## config.mk

```make
export PLATFORM = sky130hd
export DESIGN_NAME = dds_pwm_gen
export DESIGN_NICKNAME = d
export VERILOG_FILES = /design/src/rtl/dds_pwm_pkg.sv /design/src/rtl/dds_phase_ctrl.sv /design/src/rtl/dds_wave_shaper.sv /design/src/rtl/dds_pwm_frame.sv /design/src/rtl/dds_pwm_gen.sv
export SDC_FILE = /design/constraint.sdc
export NUM_CORES = 1
export LEC_CHECK = 0
export BUFFER_PORTS_ARGS = -buffer_cell sky130_fd_sc_hd__buf_2
export CAP_MARGIN = 20
export CORE_UTILIZATION = 55
export DETAILED_ROUTE_END_ITERATION = 10
export GPL_TIMING_DRIVEN = 0
export PLACE_DENSITY = 0.72
export SLEW_MARGIN = 25
export SYNTH_ARGS = -nofsm -noshare
export SYNTH_HDL_FRONTEND = slang
export SYNTH_SLANG_ARGS = --single-unit
```

## constraint.sdc

```tcl
create_clock -name clk -period 3.8 [get_ports clk]
set_input_delay 0.76 -clock clk [delete_from_list [all_inputs] [get_ports clk]]
set_output_delay 0.76 -clock clk [all_outputs]
set_load 0.05 [all_outputs]
```

## src/rtl/dds_pwm_pkg.sv

```systemverilog
// Shared types for the DDS PWM generator.
// Assumes: shape codes are fixed by the host interface (0 sine .. 3 triangle).
package dds_pwm_pkg;

    typedef enum logic [1:0] {
        WAVE_SINE   = 2'd0,
        WAVE_SQUARE = 2'd1,
        WAVE_SAW    = 2'd2,
        WAVE_TRI    = 2'd3
    } wave_e;

endpackage

```

## src/rtl/dds_phase_ctrl.sv

```systemverilog
// Phase accumulator with shadowed step and shape settings.
// Does: captures host loads into a shadow register and moves them to the
//       active settings at a frame end; advances the phase once per frame.
// Assumes: frame_end_i is high for exactly one clock per frame.
module dds_phase_ctrl
    import dds_pwm_pkg::*;
#(
    parameter int ACC_W  = 24,
    parameter int ADDR_W = 8
) (
    input  logic              clk,
    input  logic              rst_n,
    input  logic              load_i,
    input  logic [ACC_W-1:0]  step_i,
    input  wave_e             wave_i,
    input  logic              frame_end_i,
    output logic [ADDR_W-1:0] addr_o,
    output wave_e             wave_o
);

    logic [ACC_W-1:0] step_sh;
    wave_e            wave_sh;
    logic             pend_q;
    logic [ACC_W-1:0] step_act;
    wave_e            wave_act;
    logic [ACC_W-1:0] phase_q;
    logic [ACC_W-1:0] step_use;

    // Step that applies at this boundary: the pending shadow value wins.
    assign step_use = pend_q ? step_sh : step_act;

    // Shadow capture; a load always overwrites, a boundary consumes it.
    always_ff @(posedge clk) begin
        if (!rst_n) begin
            step_sh <= '0;
            wave_sh <= WAVE_SINE;
            pend_q  <= 1'b0;
        end else if (load_i) begin
            step_sh <= step_i;
            wave_sh <= wave_i;
            pend_q  <= 1'b1;
        end else if (frame_end_i) begin
            pend_q  <= 1'b0;
        end
    end

    // Active settings move over only at a frame end with a pending load.
    always_ff @(posedge clk) begin
        if (!rst_n) begin
            step_act <= '0;
            wave_act <= WAVE_SINE;
        end else if (frame_end_i && pend_q) begin
            step_act <= step_sh;
            wave_act <= wave_sh;
        end
    end

    // Phase advance, once per frame, wrapping naturally.
    always_ff @(posedge clk) begin
        if (!rst_n) begin
            phase_q <= '0;
        end else if (frame_end_i) begin
            phase_q <= phase_q + step_use;
        end
    end

    assign addr_o = phase_q[ACC_W-1 -: ADDR_W];
    assign wave_o = wave_act;

endmodule

```

## src/rtl/dds_wave_shaper.sv

```systemverilog
// Waveform lookup: maps a phase address and shape code to a duty value.
// Does: builds the sine table at elaboration from a series expansion,
//       derives square, sawtooth and triangle arithmetically, and
//       registers the selected value.
// Assumes: DW >= 2; the consumer samples duty_o only at a frame end.
module dds_wave_shaper
    import dds_pwm_pkg::*;
#(
    parameter int DW = 8
) (
    input  logic          clk,
    input  logic          rst_n,
    input  logic [DW-1:0] addr_i,
    input  wave_e         wave_i,
    output logic [DW-1:0] duty_o
);

    localparam int  TBL   = 1 << DW;
    localparam int  MID   = 1 << (DW - 1);
    localparam int  AMP   = MID - 1;
    localparam int  TERMS = 20;
    localparam real TWO_PI = 6.283185307179586;

    // Rounded sine sample for table index n, computed by Taylor series.
    function automatic int sine_point(input int n);
        real x;
        real term;
        real sum;
        real v;
        x = TWO_PI * real'(n) / real'(TBL);
        if (n >= TBL / 2) begin
            x = x - TWO_PI;
        end
        term = x;
        sum  = x;
        for (int k = 1; k <= TERMS; k++) begin
            term = -term * x * x / real'((2 * k) * (2 * k + 1));
            sum  = sum + term;
        end
        v = real'(MID) + real'(AMP) * sum;
        return $rtoi(v + 0.5);
    endfunction

    logic [DW-1:0] sine_rom [TBL];

    for (genvar i = 0; i < TBL; i++) begin : g_sine
        localparam int PT = sine_point(i);
        assign sine_rom[i] = PT[DW-1:0];
    end

    logic [DW-1:0] sq_val;
    logic [DW-1:0] saw_val;
    logic [DW-1:0] tri_val;
    logic [DW-1:0] pick;

    // Arithmetic shapes derived from the address byte.
    always_comb begin
        sq_val  = addr_i[DW-1] ? '0 : '1;
        saw_val = addr_i;
        tri_val = {addr_i[DW-2:0], 1'b0} ^ {DW{addr_i[DW-1]}};
    end

    // Shape selection.
    always_comb begin
        case (wave_i)
            WAVE_SINE:   pick = sine_rom[addr_i];
            WAVE_SQUARE: pick = sq_val;
            WAVE_SAW:    pick = saw_val;
            WAVE_TRI:    pick = tri_val;
            default:     pick = '0;
        endcase
    end

    // Registered next-frame duty.
    always_ff @(posedge clk) begin
        if (!rst_n) begin
            duty_o <= '0;
        end else begin
            duty_o <= pick;
        end
    end

endmodule

```

## src/rtl/dds_pwm_frame.sv

```systemverilog
// PWM frame engine: free-running frame counter, per-frame duty latch,
// output compare and frame-start pulse.
// Assumes: duty_next_i is stable in the last clock of a frame.
module dds_pwm_frame #(
    parameter int DW = 8
) (
    input  logic          clk,
    input  logic          rst_n,
    input  logic [DW-1:0] duty_next_i,
    output logic          pwm_o,
    output logic          start_o,
    output logic          frame_end_o,
    output logic [DW-1:0] cnt_o,
    output logic [DW-1:0] duty_o
);

    localparam logic [DW-1:0] CNT_LAST = '1;

    logic [DW-1:0] cnt_q;
    logic [DW-1:0] duty_q;
    logic          start_q;

    assign frame_end_o = (cnt_q == CNT_LAST);

    // Frame position counter, wraps every 2^DW clocks.
    always_ff @(posedge clk) begin
        if (!rst_n) begin
            cnt_q <= '0;
        end else begin
            cnt_q <= cnt_q + 1'b1;
        end
    end

    // Duty latch, updated only at the frame end.
    always_ff @(posedge clk) begin
        if (!rst_n) begin
            duty_q <= '0;
        end else if (frame_end_o) begin
            duty_q <= duty_next_i;
        end
    end

    // Frame-start pulse in the clock after each frame end.
    always_ff @(posedge clk) begin
        if (!rst_n) begin
            start_q <= 1'b0;
        end else begin
            start_q <= frame_end_o;
        end
    end

    assign pwm_o   = (cnt_q < duty_q);
    assign start_o = start_q;
    assign cnt_o   = cnt_q;
    assign duty_o  = duty_q;

endmodule

```

## src/rtl/dds_pwm_gen.sv

```systemverilog
// Top of the DDS PWM waveform generator.
// Does: ties the phase control, waveform shaper and PWM frame engine
//       together. One phase step per frame, one duty value per frame.
// Assumes: the host holds step_i and wave_i valid while load_i is high.
module dds_pwm_gen
    import dds_pwm_pkg::*;
#(
    parameter int ACC_W  = 24,
    parameter int DUTY_W = 8
) (
    input  logic              clk,
    input  logic              rst_n,
    input  logic              load_i,
    input  logic [ACC_W-1:0]  step_i,
    input  logic [1:0]        wave_i,
    output logic              pwm_o,
    output logic              frame_start_o
);

    logic [DUTY_W-1:0] phase_addr;
    wave_e             wave_act;
    logic [DUTY_W-1:0] duty_next;
    logic [DUTY_W-1:0] duty_cur;
    logic [DUTY_W-1:0] frame_cnt;
    logic              frame_end;

    dds_phase_ctrl #(
        .ACC_W  (ACC_W),
        .ADDR_W (DUTY_W)
    ) u_phase (
        .clk         (clk),
        .rst_n       (rst_n),
        .load_i      (load_i),
        .step_i      (step_i),
        .wave_i      (wave_e'(wave_i)),
        .frame_end_i (frame_end),
        .addr_o      (phase_addr),
        .wave_o      (wave_act)
    );

    dds_wave_shaper #(
        .DW (DUTY_W)
    ) u_shaper (
        .clk    (clk),
        .rst_n  (rst_n),
        .addr_i (phase_addr),
        .wave_i (wave_act),
        .duty_o (duty_next)
    );

    dds_pwm_frame #(
        .DW (DUTY_W)
    ) u_frame (
        .clk         (clk),
        .rst_n       (rst_n),
        .duty_next_i (duty_next),
        .pwm_o       (pwm_o),
        .start_o     (frame_start_o),
        .frame_end_o (frame_end),
        .cnt_o       (frame_cnt),
        .duty_o      (duty_cur)
    );

endmodule

```

Yosys cells after proc, flatten, opt, wreduce, memory -nomap -nowiden
Memories as Yosys holds them, arrays and structs flattened. Cells that the tools add are included.

ROM bits: 2048. Input bits: 29. Logic and storage cells: 31. Memories kept: 1. Output and inout port bits: 2. Flip-flop bits (word level): 102.

Memory list: (no name shown) (depth 256, bits a word 8, rd ports 1, clocked after Yosys merged registers in 0, wr ports 0, RTL line dds_wave_shaper.sv:66) `WAVE_SINE: pick = sine_rom[addr_i];`.

Muxes and demuxes: 7. Bitwise logic cells: 2. Magnitude comparators: 2. Eq/ne operators: 4. Add/subtract/negate cells: 2. Reduce and logical (&&, ||, !) cells: 3.

Operators by type and width (count): $pmux W8 S4 (1); $add A24 B24 Y24 (1); $mux W24 (1); $mux W8 (3); $ge A9 B9 Y1 const B (1); $not A8 Y9 (1); $add A8 B1 Y8 const B (1); $eq A8 B8 Y1 const B (1); $lt A8 B8 Y1 (1); $xor A8 B8 Y8 (1); $eq A2 B2 Y1 const B (2); $eq A2 B1 Y1 const B (1); $logic_not A2 Y1 (1); $mux W1 (2); $reduce_bool A2 Y1 (1); $logic_and A1 B1 Y1 (1).

Longest topological paths before layout
Depth after elaboration: 5. Depth in mapped cells: 12. Gate-level depth less buffers: 10.

Hierarchy
Synthesis repeated with hierarchy kept, for this count alone.

Cells, all modules: 989. Area, all modules: 7733.7 µm².

By module, submodules not included: dds_phase_ctrl (instances 1, cells an instance 523, area an instance 4388.0 µm²); dds_wave_shaper (instances 1, cells an instance 367, area an instance 2483.6 µm²); dds_pwm_frame (instances 1, cells an instance 99, area an instance 862.1 µm²).

Worst setup path after synthesis
Ideal clock, no wire load.

Path type: reg-to-reg. Start point: register u_phase.pend_q. End point: register u_phase.phase_q[23]. Path buffers: 2. Required time: 3.728 ns. Setup time: 0.072 ns. Stages on the path, launching flop included: 12. Arrival time: 3.025 ns. Slack: 0.703 ns. Cell sequence: dfxtp_1 clkbuf_1 clkbuf_1 mux2_2 ha_1 a21o_2 a31oi_1 a211o_1 a31oi_1 a41oi_1 mux2i_1 mux2i_1.

Word-level cells in the longest chain between the ends: 2.

RTL lines: start: declaration (RTL line dds_phase_ctrl.sv:23) `logic pend_q;`; start signal: assignment (RTL line dds_phase_ctrl.sv:37) `pend_q <= 1'b0;`; start signal: assignment (RTL line dds_phase_ctrl.sv:41) `pend_q <= 1'b1;`; start signal: assignment (RTL line dds_phase_ctrl.sv:43) `pend_q <= 1'b0;`; $mux W24 (RTL line dds_phase_ctrl.sv:30) `assign step_use = pend_q ? step_sh : step_act;`; $add A24 B24 Y24 (RTL line dds_phase_ctrl.sv:63) `phase_q <= phase_q + step_use;`; end signal: assignment (RTL line dds_phase_ctrl.sv:63); end: declaration (RTL line dds_phase_ctrl.sv:26) `logic [ACC_W-1:0] phase_q;`.

Every way passes these cells. A chain may end at the register's enable or synchronous reset.

Worst setup path after layout
Start point: register u_phase.phase_q[17]. End point: register u_shaper.duty_o[2].

Word-level cells in the longest chain between the ends: 5. Elaborated cells on any way between the ends: 6.

RTL lines: $not A8 Y9 (not written as such) (RTL line dds_wave_shaper.sv:66); $mem_v2 Z256 W8; $mux W8 (not written as such) (2 in series) (RTL line dds_wave_shaper.sv:66); $pmux W8 S4 (*) (RTL line dds_wave_shaper.sv:65) `case (wave_i)`; end signal: assignment (RTL line dds_wave_shaper.sv:79) `duty_o <= pick;`; end: declaration (RTL line dds_wave_shaper.sv:15) `output logic [DW-1:0] duty_o`.

Mark *: on every way between the ends. The rest lies on a longest branch, timed or not. The select of a mux whose other input is x is not followed.

==> results.sh <==
export IMPL_run_status="finished, final reports clean"
export IMPL_critical_path_class="reg -> reg"
export IMPL_period_minus_slack_ns=3.758
export IMPL_drt_total_wl_um=22950
export IMPL_irDropWorstVdd_uv=284.3
export IMPL_synth_distinct_cells=69
export IMPL_rows=42
export IMPL_netlist_top_cells_count="138 x nand2_1, 102 x dfxtp_1, 63 x nor2_1, 60 x a21oi_1, 57 x o21ai_0"
export IMPL_wl_per_cell_um=19.53
export IMPL_grt_overflow=0
export IMPL_coreArea_um2=13240
export IMPL_syn_num_nets=1030
export IMPL_antenna_found_initial=0
export IMPL_yosys_area_top_type_share=0.2740
export IMPL_cts_hold_buf=0
export IMPL_synth_edf_count=0
export IMPL_hold_violations=0
export IMPL_yosysMostFrequentCell="nand2_1"
export IMPL_fillers=1219
export IMPL_first_pass_iters=6
export IMPL_dieArea_um2=14020
export IMPL_maxCapViolCount=0
export IMPL_rsz0062_at_grt="no"
export IMPL_grt_pass1_vias=6896
export IMPL_finalMaxSlewViolations=0
export IMPL_io_pins=31
export IMPL_postSynthCellCount=957
export IMPL_post_route_drc_count=0
export IMPL_startpoint_type="register"
export IMPL_start_util=0.5628
export IMPL_end_kind="register"
export IMPL_synth_area_per_cell_um2=7.788
export IMPL_worst_pin_slew_ns=0.9221
export IMPL_max_freq_mhz=266.1
export IMPL_clk_pin_slew_worst_paths_ns=0.07
export IMPL_total_power_mw=2.143
export IMPL_gp_congestion=1.036
export IMPL_grt_max_degree=19
export IMPL_yosysTopAreaCell="dfxtp_1"
export IMPL_port_buffers=28
export IMPL_cp_max_fo=10
export IMPL_seq_area_frac_synth=0.2740
export IMPL_fin_util=0.6112
export IMPL_p_leak_nw=3.232
export IMPL_yosys_warnings=0
export IMPL_ant_nets=0
export IMPL_synth_top_flop_cell="dfxtp_1"
export IMPL_whs_ns=0.4450
export IMPL_min_delay_path_class="reg -> reg"
export IMPL_vias_per_cell=6.332
export IMPL_die_w_um=118.4
export IMPL_grt_pass1_wl_um=36110
export IMPL_fin_nets=1068
export IMPL_power_density_nw_per_um2=264.8
export IMPL_timing_slew_headroom=0.3852
export IMPL_min_period_over_period=0.9890
export IMPL_syn_area_um2=7453
export IMPL_syn_to_final_growth_pct=8.595
export IMPL_drt_iter0_markers=986
export IMPL_ys_async_sr_fraction=0
export IMPL_die_y_um=118.4
export IMPL_dp_hpwl_um=16780
export IMPL_synth_seq_cells=102
export IMPL_clock_skew_ns=0.01073
export IMPL_worstSkewPairLatency_ns=0.36
export IMPL_arrival_ns=4.02
export IMPL_clock_path_buffers=2
export IMPL_vias=7440
export IMPL_num_antenna_cells=0
export IMPL_cts_tree="done"
export IMPL_fin_setup_tns_ns=0
export IMPL_yosys_top_cells_area="dfxtp_1 27%, ha_1 7.2%, nand2_1 6.9%, a21boi_0 4.6%, mux2i_1 4.6%"
export IMPL_cts_sinks=102
export IMPL_cts_buffers=9
export IMPL_setup_viol=0
export IMPL_ctsHtreeMaxLevel=3
export IMPL_crit_required_ns=4.06
export IMPL_cts_setup_buffers=0
export IMPL_gr_usage_all_layers=0.3281
export IMPL_cts_root_buf="clkbuf_16"
export IMPL_layout_drive_gt1_share=0.1261
layout make-up:
type                    count  area (µm²)  share of cell area
well taps                 176       220.2             0.02721
inverters                  25       93.84             0.01159
repair buffers             28       140.1             0.01731
flip-flops and latches    102        2043              0.2524
clock buffers               9       225.2             0.02783
multi-input cells         751        4954              0.6120
plain buffers              78       362.8             0.04483
clock inverters             6       55.05            0.006802
final timing paths:
kind | from | endpoint | slack [ns] | cells past startpoint
setup / recovery | u_phase.phase_q[17] | u_shaper.duty_o[2] | 0.04 | 10
hold / removal | u_shaper.duty_o[6] | u_frame.duty_o[6] | 0.45 | 2
hold reg to reg | u_shaper.duty_o[6] | u_frame.duty_o[6] | 0.45 | 2
setup reg to reg | u_phase.phase_q[17] | u_shaper.duty_o[2] | 0.04 | 10
kinds of logic (layout without fill, tap and decap cells):
family | Yosys count | count (layout) | synth area share
AO/OA/AOI/OAI | 296 | 296 | 0.2691
XOR/XNOR | 25 | 25 | 0.02938
adder cells (fa/ha/maj) | 44 | 44 | 0.07487
buffers and inverters | 104 | 146 | 0.06144
flip-flops | 102 | 102 | 0.2740
multiplexers | 60 | 60 | 0.08947
AND/OR/NAND/NOR | 326 | 326 | 0.2018
report_power, final:
group	internal [mW]	leakage (nW)	total [mW]	switching, mW
Combinational	0.0691	2.27	0.150	0.0814
Clock	0.453	0.132	0.886	0.433
Sequential	1.09	0.828	1.11	0.0181
Total	1.61	3.23	2.14	0.532
metrics by stage:
step / instance area, µm² / instances / setup WS [ns]
2_1_floorplan: 7453 / 957 / 0.7030
3_3_place_gp: 7814 / 1161 / 0.02462
3_5_place_dp: 7814 / 1161 / -0.04282
4_1_cts: 8095 / 1176 / 0.1045
5_1_grt: 8094 / 1175 / 0.008086
6_report: 8094 / 1175 / 0.04172
routing by layer:
metal | vias to the layer above | wire [µm] | part of all wire | GRT usage
li1 | 3502 | - | - | -
met1 | 3401 | 9922 | 0.43 | 0.4309
met2 | 426 | 9830 | 0.43 | 0.4993
met3 | 111 | 2339 | 0.10 | 0.09170
met4 | 0 | 856 | 0.037 | 0.1472
met5 | - | 0 | 0 | 0
critical path, stage by stage (launching register included):
cell and delay [ns]:
dfxtp_1 0.52, clkbuf_1 0.47, inv_1 0.36, ha_1 0.45, clkbuf_1 0.45, nand2b_1 0.23
o21ai_0 0.28, mux4_2 0.38, o221ai_1 0.12, a21o_1 0.19, o22ai_1 0.21
state kept, by name, indices dropped and copies added, names as in the netlist:
signal / cells
u_phase.wave_sh: 2
u_frame.duty_o: 8
u_phase.wave_o: 2
u_phase.pend_q: 1
u_frame.start_o: 1
u_frame.cnt_o: 8
u_phase.phase_q: 24
u_shaper.duty_o: 8
u_phase.step_act: 24
u_phase.step_sh: 24
placed cells by master, fill, tap and decap left out, types with 11 or more instances in the layout:
cell	synthesis	routed
a31oi_1	11	11
xnor2_1	16	16
nand2b_1	17	17
dfxtp_1	102	101
nor2b_1	21	21
buf_2	30	58
mux2_2	23	23
a21oi_1	60	60
o21ai_0	57	57
clkbuf_1	36	34
a21o_1	13	13
mux2i_1	34	34
ha_1	43	43
inv_1	22	22
nor2_1	63	63
nand2_1	138	138
nor3_1	18	18
a211oi_1	12	12
a21boi_0	46	46
o211ai_1	15	15
and2_1	17	17
o22ai_1	14	14
nand3_1	25	25
repair_timing:
action,in CTS,in global routing
pin swaps,0,0
setup endpoints to repair,1,3
resized for setup,1,2
(Power assumes the default switching activity.)
